### config.mk
export PLATFORM = sky130hd
export DESIGN_NAME = rtc_chain
export DESIGN_NICKNAME = d
export VERILOG_FILES = /design/src/rtl/rtc_pkg.sv /design/src/rtl/rtc_counter_chain.sv /design/src/rtl/rtc_wen_fsm.sv /design/src/rtl/rtc_flag_fsm.sv /design/src/rtl/rtc_chain.sv
export SDC_FILE = /design/constraint.sdc
export NUM_CORES = 1
export LEC_CHECK = 0
export ABC_CLOCK_PERIOD_IN_PS = 2800
export BUFFER_PORTS_ARGS = -buffer_cell sky130_fd_sc_hd__buf_2
export CAP_MARGIN = 30
export CORE_MARGIN = 2
export CORE_UTILIZATION = 55
export CTS_CLUSTER_SIZE = 14
export DETAILED_ROUTE_END_ITERATION = 12
export PLACE_DENSITY = 0.81
export SLEW_MARGIN = 20
export SYNTH_ARGS = -nofsm -noshare
export SYNTH_HDL_FRONTEND = slang
export SYNTH_HIERARCHICAL = 1
export SYNTH_SLANG_ARGS = --single-unit
### constraint.sdc
create_clock -name clk -period 2.8 [get_ports clk]
set_input_delay 0.56 -clock clk [delete_from_list [all_inputs] [get_ports clk]]
set_output_delay 0.56 -clock clk [all_outputs]
set_load 0.02 [all_outputs]
### src/rtl/rtc_pkg.sv
package rtc_pkg;

    typedef enum logic [1:0] {
        WE_CLOSED     = 2'd0,
        WE_ARMED      = 2'd1,
        WE_COUNT_DONE = 2'd2
    } wen_state_t;

    typedef enum logic {
        FLG_UNSEEN = 1'b0,
        FLG_SEEN   = 1'b1
    } flag_state_t;

    localparam logic [1:0] ADDR_CTRL  = 2'd0;
    localparam logic [1:0] ADDR_COUNT = 2'd1;
    localparam logic [1:0] ADDR_PRESC = 2'd2;

    localparam int CTRL_RUN    = 0;
    localparam int CTRL_ARM    = 1;
    localparam int CTRL_FLAG   = 2;
    localparam int CTRL_LVL_LO = 4;
    localparam int CTRL_ARB3   = 7;

endpackage

### src/rtl/rtc_counter_chain.sv
module rtc_counter_chain #(
    parameter int PRE_W = 15,
    parameter int CNT_W = 32
) (
    input  logic             clk,
    input  logic             rst_n,
    input  logic             advance,
    input  logic             presc_load,
    input  logic [PRE_W-1:0] presc_wval,
    input  logic             cnt_load,
    input  logic [CNT_W-1:0] cnt_wval,
    output logic [PRE_W-1:0] presc,
    output logic [CNT_W-1:0] cnt,
    output logic             carry
);

    localparam logic [PRE_W-1:0] PRE_MAX = '1;

    logic             presc_lsb;
    logic [PRE_W-2:0] presc_upper;
    logic [PRE_W-1:0] presc_next;
    logic [CNT_W-1:0] cnt_next;

    assign presc = {presc_upper, presc_lsb};
    assign carry = advance && !presc_load && (presc == PRE_MAX);

    always_comb begin
        if (presc_load)
            presc_next = presc_wval;
        else if (advance)
            presc_next = presc + PRE_W'(1);
        else
            presc_next = presc;
    end

    always_comb begin
        if (cnt_load)
            cnt_next = cnt_wval;
        else if (carry)
            cnt_next = cnt + CNT_W'(1);
        else
            cnt_next = cnt;
    end

    // only the lowest prescaler bit has a defined reset value
    always_ff @(posedge clk or negedge rst_n) begin
        if (!rst_n)
            presc_lsb <= 1'b0;
        else
            presc_lsb <= presc_next[0];
    end

    always_ff @(posedge clk) begin
        presc_upper <= presc_next[PRE_W-1:1];
        cnt         <= cnt_next;
    end

endmodule

### src/rtl/rtc_wen_fsm.sv
module rtc_wen_fsm
    import rtc_pkg::*;
(
    input  logic       clk,
    input  logic       rst_n,
    input  logic       arm_req,
    input  logic       cnt_wr,
    input  logic       presc_wr,
    output logic       cnt_load,
    output logic       presc_load,
    output wen_state_t state
);

    wen_state_t state_next;

    always_ff @(posedge clk or negedge rst_n) begin
        if (!rst_n)
            state <= WE_CLOSED;
        else
            state <= state_next;
    end

    always_comb begin
        state_next = state;
        unique case (state)
            WE_CLOSED:     if (arm_req)  state_next = WE_ARMED;
            WE_ARMED:      if (cnt_wr)   state_next = WE_COUNT_DONE;
            WE_COUNT_DONE: if (presc_wr) state_next = WE_CLOSED;
            default:                     state_next = WE_CLOSED;
        endcase
    end

    always_comb begin
        cnt_load   = 1'b0;
        presc_load = 1'b0;
        unique case (state)
            WE_CLOSED: ;
            WE_ARMED:      cnt_load = cnt_wr;
            WE_COUNT_DONE: begin
                cnt_load   = cnt_wr;
                presc_load = presc_wr;
            end
            default: ;
        endcase
    end

endmodule

### src/rtl/rtc_flag_fsm.sv
module rtc_flag_fsm
    import rtc_pkg::*;
(
    input  logic        clk,
    input  logic        rst_n,
    input  logic        ctrl_rd,
    input  logic        clr_req,
    input  logic        inc,
    output logic        flag,
    output flag_state_t state
);

    flag_state_t state_next;
    logic        flag_next;

    always_ff @(posedge clk or negedge rst_n) begin
        if (!rst_n) begin
            state <= FLG_UNSEEN;
            flag  <= 1'b0;
        end else begin
            state <= state_next;
            flag  <= flag_next;
        end
    end

    always_comb begin
        state_next = state;
        if (inc) begin
            state_next = FLG_UNSEEN;
        end else begin
            unique case (state)
                FLG_UNSEEN: if (ctrl_rd && flag) state_next = FLG_SEEN;
                FLG_SEEN:   if (clr_req)         state_next = FLG_UNSEEN;
                default:                         state_next = FLG_UNSEEN;
            endcase
        end
    end

    always_comb begin
        flag_next = flag;
        if (inc)
            flag_next = 1'b1;
        else if (state == FLG_SEEN && clr_req)
            flag_next = 1'b0;
    end

endmodule

### src/rtl/rtc_chain.sv
module rtc_chain
    import rtc_pkg::*;
#(
    parameter int PRE_W  = 15,
    parameter int CNT_W  = 32,
    parameter int DATA_W = 32,
    parameter int LVL_W  = 3
) (
    input  logic              clk,
    input  logic              rst_n,
    input  logic              tick_en,
    input  logic              bus_wr,
    input  logic              bus_rd,
    input  logic [1:0]        bus_addr,
    input  logic [DATA_W-1:0] bus_wdata,
    output logic [DATA_W-1:0] bus_rdata,
    input  logic [2:0]        arb_lo,
    output logic [LVL_W-1:0]  irq_level,
    output logic [3:0]        irq_arb
);

    localparam int CTRL_LVL_HI = CTRL_LVL_LO + LVL_W - 1;

    logic             run_q;
    logic [LVL_W-1:0] level_q;
    logic             arb3_q;

    logic             ctrl_wr;
    logic             ctrl_rd;
    logic             advance;
    logic             carry;
    logic             cnt_load;
    logic             presc_load;
    logic             flag;
    logic [PRE_W-1:0] presc;
    logic [CNT_W-1:0] cnt;
    wen_state_t       wen_state;
    flag_state_t      flg_state;
    logic [DATA_W-1:0] ctrl_word;

    assign ctrl_wr = bus_wr && (bus_addr == ADDR_CTRL);
    assign ctrl_rd = bus_rd && (bus_addr == ADDR_CTRL);
    assign advance = run_q && tick_en;

    // run bit has no reset: it survives a reset pulse
    always_ff @(posedge clk) begin
        if (ctrl_wr)
            run_q <= bus_wdata[CTRL_RUN];
    end

    always_ff @(posedge clk or negedge rst_n) begin
        if (!rst_n) begin
            level_q <= '0;
            arb3_q  <= 1'b0;
        end else if (ctrl_wr) begin
            level_q <= bus_wdata[CTRL_LVL_HI:CTRL_LVL_LO];
            arb3_q  <= bus_wdata[CTRL_ARB3];
        end
    end

    rtc_wen_fsm u_wen (
        .clk        (clk),
        .rst_n      (rst_n),
        .arm_req    (ctrl_wr && bus_wdata[CTRL_ARM]),
        .cnt_wr     (bus_wr && (bus_addr == ADDR_COUNT)),
        .presc_wr   (bus_wr && (bus_addr == ADDR_PRESC)),
        .cnt_load   (cnt_load),
        .presc_load (presc_load),
        .state      (wen_state)
    );

    rtc_counter_chain #(
        .PRE_W (PRE_W),
        .CNT_W (CNT_W)
    ) u_chain (
        .clk        (clk),
        .rst_n      (rst_n),
        .advance    (advance),
        .presc_load (presc_load),
        .presc_wval (bus_wdata[PRE_W-1:0]),
        .cnt_load   (cnt_load),
        .cnt_wval   (bus_wdata[CNT_W-1:0]),
        .presc      (presc),
        .cnt        (cnt),
        .carry      (carry)
    );

    rtc_flag_fsm u_flag (
        .clk     (clk),
        .rst_n   (rst_n),
        .ctrl_rd (ctrl_rd),
        .clr_req (ctrl_wr && !bus_wdata[CTRL_FLAG]),
        .inc     (carry),
        .flag    (flag),
        .state   (flg_state)
    );

    always_comb begin
        ctrl_word = '0;
        ctrl_word[CTRL_RUN]                = run_q;
        ctrl_word[CTRL_FLAG]               = flag;
        ctrl_word[CTRL_LVL_HI:CTRL_LVL_LO] = level_q;
        ctrl_word[CTRL_ARB3]               = arb3_q;
    end

    always_comb begin
        unique case (bus_addr)
            ADDR_CTRL:  bus_rdata = ctrl_word;
            ADDR_COUNT: bus_rdata = DATA_W'(cnt);
            ADDR_PRESC: bus_rdata = DATA_W'(presc);
            default:    bus_rdata = '0;
        endcase
    end

    assign irq_level = (flag && (level_q != '0)) ? level_q : '0;
    assign irq_arb   = {arb3_q, arb_lo};

endmodule

==> flow_summary_export.csv <==
group,metric,value,unit
clock_tree,worstSkewPairLatency,0.31,ns
power,cellPowerDensity,504,mW/mm^2
clock_tree,cts_root_buffer,"clkbuf_8",
setup_path,cp_slowest_cell,"buf_4",
finish,multiInputGateArea,0.00193,sq mm
route,drc,0,
clock_tree,htree_num_levels,2,
sta,grt_setup_unrepaired,"false",
floorplanning,num_io_pins,81,
sta,worst_slew_pin_slew,0.372,ns
sta,slew_viol_final,0,
synthesis,ys_top_cells_by_count,"62 x nand2_1, 47 x edfxtp_1, 32 x o21ai_0",
power,ir_worst_vdd,0.000376,V
floorplanning,num_rows,30,
setup_path,end_kind,"output port",
synthesis,yosys_warnings,6,
synthesis,syn_area_per_cell,10.1,sq um
grt,antenna_found_initial,0,
power,p_clk_frac,0.197,
synthesis,synth_ff_type,"edfxtp_1",
finish,area_growth,12.0,%
grt,grt_pass1_wl,13600,microns
flow_run,cap_violations,0,
power,total_power,2.14,mW
sta,slew_headroom,0.752,
synthesis,ys_seq_elements,56,
route,wire_per_inst,16.5,microns
route,antenna_left,0,
sta,setup-violations-final,0,
grt,first_global_vias,2812,
synthesis,synth_area_leaders,"edfxtp_1 37%, nand2_1 6.1%, dfrtp_1 5.9%",
power,seqPwrFrac,0.535,
power,p_int,1.46,mW
finish,filler_cell_count,552,
clock_tree,numCtsBuffers,5,
floorplanning,die_h,87.0,microns
setup_path,critical_path_class,"primary input to output port",
setup_path,worstPathArrival,1.66,ns
placement,gp_congestion,0.882,
synthesis,synthCells,376,
clock_tree,cts_resized,0,
route,wl,8590,microns
synthesis,yosys.cell_count.top_type,"nand2_1",
sta,setup_ws,0.577,ns
placement,io_buffer_count,74,
sta,period_needed,2.22,ns
setup_path,crit_top_cell,"buf_2",
sta,hold_ws,0.0959,ns
clock_tree,cts_hold_buf,0,
sta,hold_viol_final,0,
grt,grt_max_degree,33,
grt,grt-ovfl-total,0,
finish,seq_area,0.00164,sq mm
synthesis,synth_top_area_share,0.373,
clock_tree,cts_tree,"yes",
synthesis,yosys.cell_types.count,45,
power,p_sw,0.675,mW
setup_path,crit_chain,"buf_2 -> nor2b_4 -> buf_4 -> a22o_1 -> buf_2",
route,vias_per_cell,5.78,
finish,layout-drive-gt1-share,0.259,
clock_tree,postCtsSetupBuffers,0,
route,dr_total_vias,3012,
sta,finalClockSkew,0.00836,ns
setup_path,slowest_delay,0.27,ns
power,sw_frac_of_total,0.316,
power,p_comb_frac,0.268,
sta,finalCritPeriodShare,0.794,
clock_tree,clkSlewWorstSetupHoldPaths,0.09,ns
route,dr.first_iter.drc_count,239,
setup_path,startpoint_type,"primary input",
clock_tree,clock_path_buffers,2,
floorplanning,core_area,0.00672,sq mm
synthesis,ys_async_sr_fraction,0.161,
synthesis,synth_edf_count,47,
sta,fin_setup_tns,0,ns
synthesis,syn_nets,423,
grt,gr-usage-all-layers,0.230,
floorplanning,start_util,0.564,
power,p_leak,1.62,nW
setup_path,path_max_fanout,26,
finish,final_nets,487,
synthesis,synth_seq_area_share,0.432,
clock_tree,clkSinkCount,56,
setup_path,required,2.24,ns
placement,place_ws,0.532,ns
route,drt_first_pass_iters,5,
worst_hold_path,hold_path_class,"primary input to async pin",
synthesis,synth_top_area_cell,"edfxtp_1",
placement,detailed_place_hpwl,6400,microns
floorplanning,dieWidth,87.0,microns
run_status,status,"finished, final reports clean",
synthesis,synth_area,0.00379,sq mm
sta,max_freq,0.450,GHz
floorplanning,dieArea,0.00757,sq mm
finish,diodes,0,
[path summary, 6_finish.rpt]
| check | start | to | slack [ns] | depth (start not counted) |
|---|---|---|---|---|
| worst min-delay path | rst_n | level_q[1] | 0.1 | 1 |
| worst max-delay path | bus_addr[0] | bus_rdata[9] | 0.58 | 5 |
| worst max register to register | u_chain/presc_upper[5] | u_chain/cnt[30] | 0.62 | 6 |
| max in group asynchronous | rst_n | level_q[0] | 2.51 | 1 |
| worst min register to register | level_q[0] | level_q[0] | 0.55 | 1 |
| min in group clk | bus_wdata[0] | run_q | 0.48 | 1 |
[cells by family after synthesis]
kind of cell / synth area share
muxes: 0.0426
AOI/OAI and AO/OA: 0.104
and+or+nand+nor: 0.245
adders and majority gates: 0.0165
xor gates and xnor gates: 0.102
DFF: 0.432
buffers and inverters: 0.0572
[through the flow]
| step | utilization | std cells | instance area [sq um] |
|---|---|---|---|
| floorplan | - | 376 | 3790 |
| global placement | 0.619 | 513 | 4160 |
| detailed placement | 0.619 | 513 | 4160 |
| CTS | 0.631 | 521 | 4240 |
| global route | 0.631 | 521 | 4240 |
| finish | 0.631 | 521 | 4240 |
[critical path, delay by kind of cell]
kind | cells | cell delay, ns
buffers and inverters | 3 | 0.69
AO/OA/AOI/OAI | 1 | 0.21
AND/OR/NAND/NOR | 1 | 0.20
[power by group through the flow]
| stage | sequential (mW) | clock (mW) | combinational [mW] |
|---|---|---|---|
| 6_report | 1.14 | 0.421 | 0.573 |
| 5_1_grt | 1.16 | 0.466 | 0.628 |
| 4_1_cts | 1.14 | 0.430 | 0.567 |
| 3_5_place_dp | 1.16 | 0 | 0.566 |
| 3_3_place_gp | 1.15 | 0 | 0.539 |
| 2_1_floorplan | 1.13 | 0 | 0.432 |
[layout make-up]
cell class / instances / area share
Timing Repair Buffer: 83 / 0.106
Inverter: 10 / 0.00885
Sequential cell: 56 / 0.386
Clock inverter: 3 / 0.00324
Multi-Input combinational cell: 284 / 0.456
Tap cell: 80 / 0.0236
Clock buffer: 5 / 0.0162
[registers in the layout (all words and copies together) (netlist names)]
name and cells:
level_q 3, u_chain/presc_lsb 1, u_wen/state 2, u_chain/presc_upper 14, u_chain/cnt 32, arb3_q 1
u_flag/flag 1, u_flag/state 1, run_q 1
[per-layer routing]
layer / global-route usage / wire [microns] / part of all wire
met2: 0.375 / 4140 / 0.48
met4: 0.0639 / 118 / 0.014
met5: 0 / 0 / 0
met3: 0.0389 / 565 / 0.066
met1: 0.317 / 3760 / 0.44
[cells in the final DEF (no fill, tap or decap), types with 2 or more instances in the layout]
cell | synthesis | routed
a22o_1 | 9 | 9
and2_1 | 25 | 25
and3_1 | 8 | 8
and4_1 | 5 | 5
buf_2 | 0 | 74
buf_4 | 7 | 8
clkbuf_8 | 0 | 5
clkinv_2 | 0 | 2
dfrtp_1 | 9 | 9
edfxtp_1 | 47 | 47
ha_1 | 5 | 5
inv_1 | 10 | 10
mux2_2 | 8 | 8
mux2i_1 | 6 | 6
nand2_1 | 62 | 62
nand3_1 | 13 | 13
nand4_1 | 5 | 5
nand4_4 | 2 | 2
nor2_1 | 7 | 7
nor2b_1 | 2 | 2
nor3_1 | 10 | 10
nor4_2 | 3 | 3
nor4_4 | 3 | 3
o21ai_0 | 32 | 32
o21ai_1 | 11 | 11
o2bb2ai_1 | 6 | 6
or2_2 | 2 | 2
xnor2_1 | 25 | 25
xor2_1 | 19 | 19
Power figures use the tool's default switching activity.
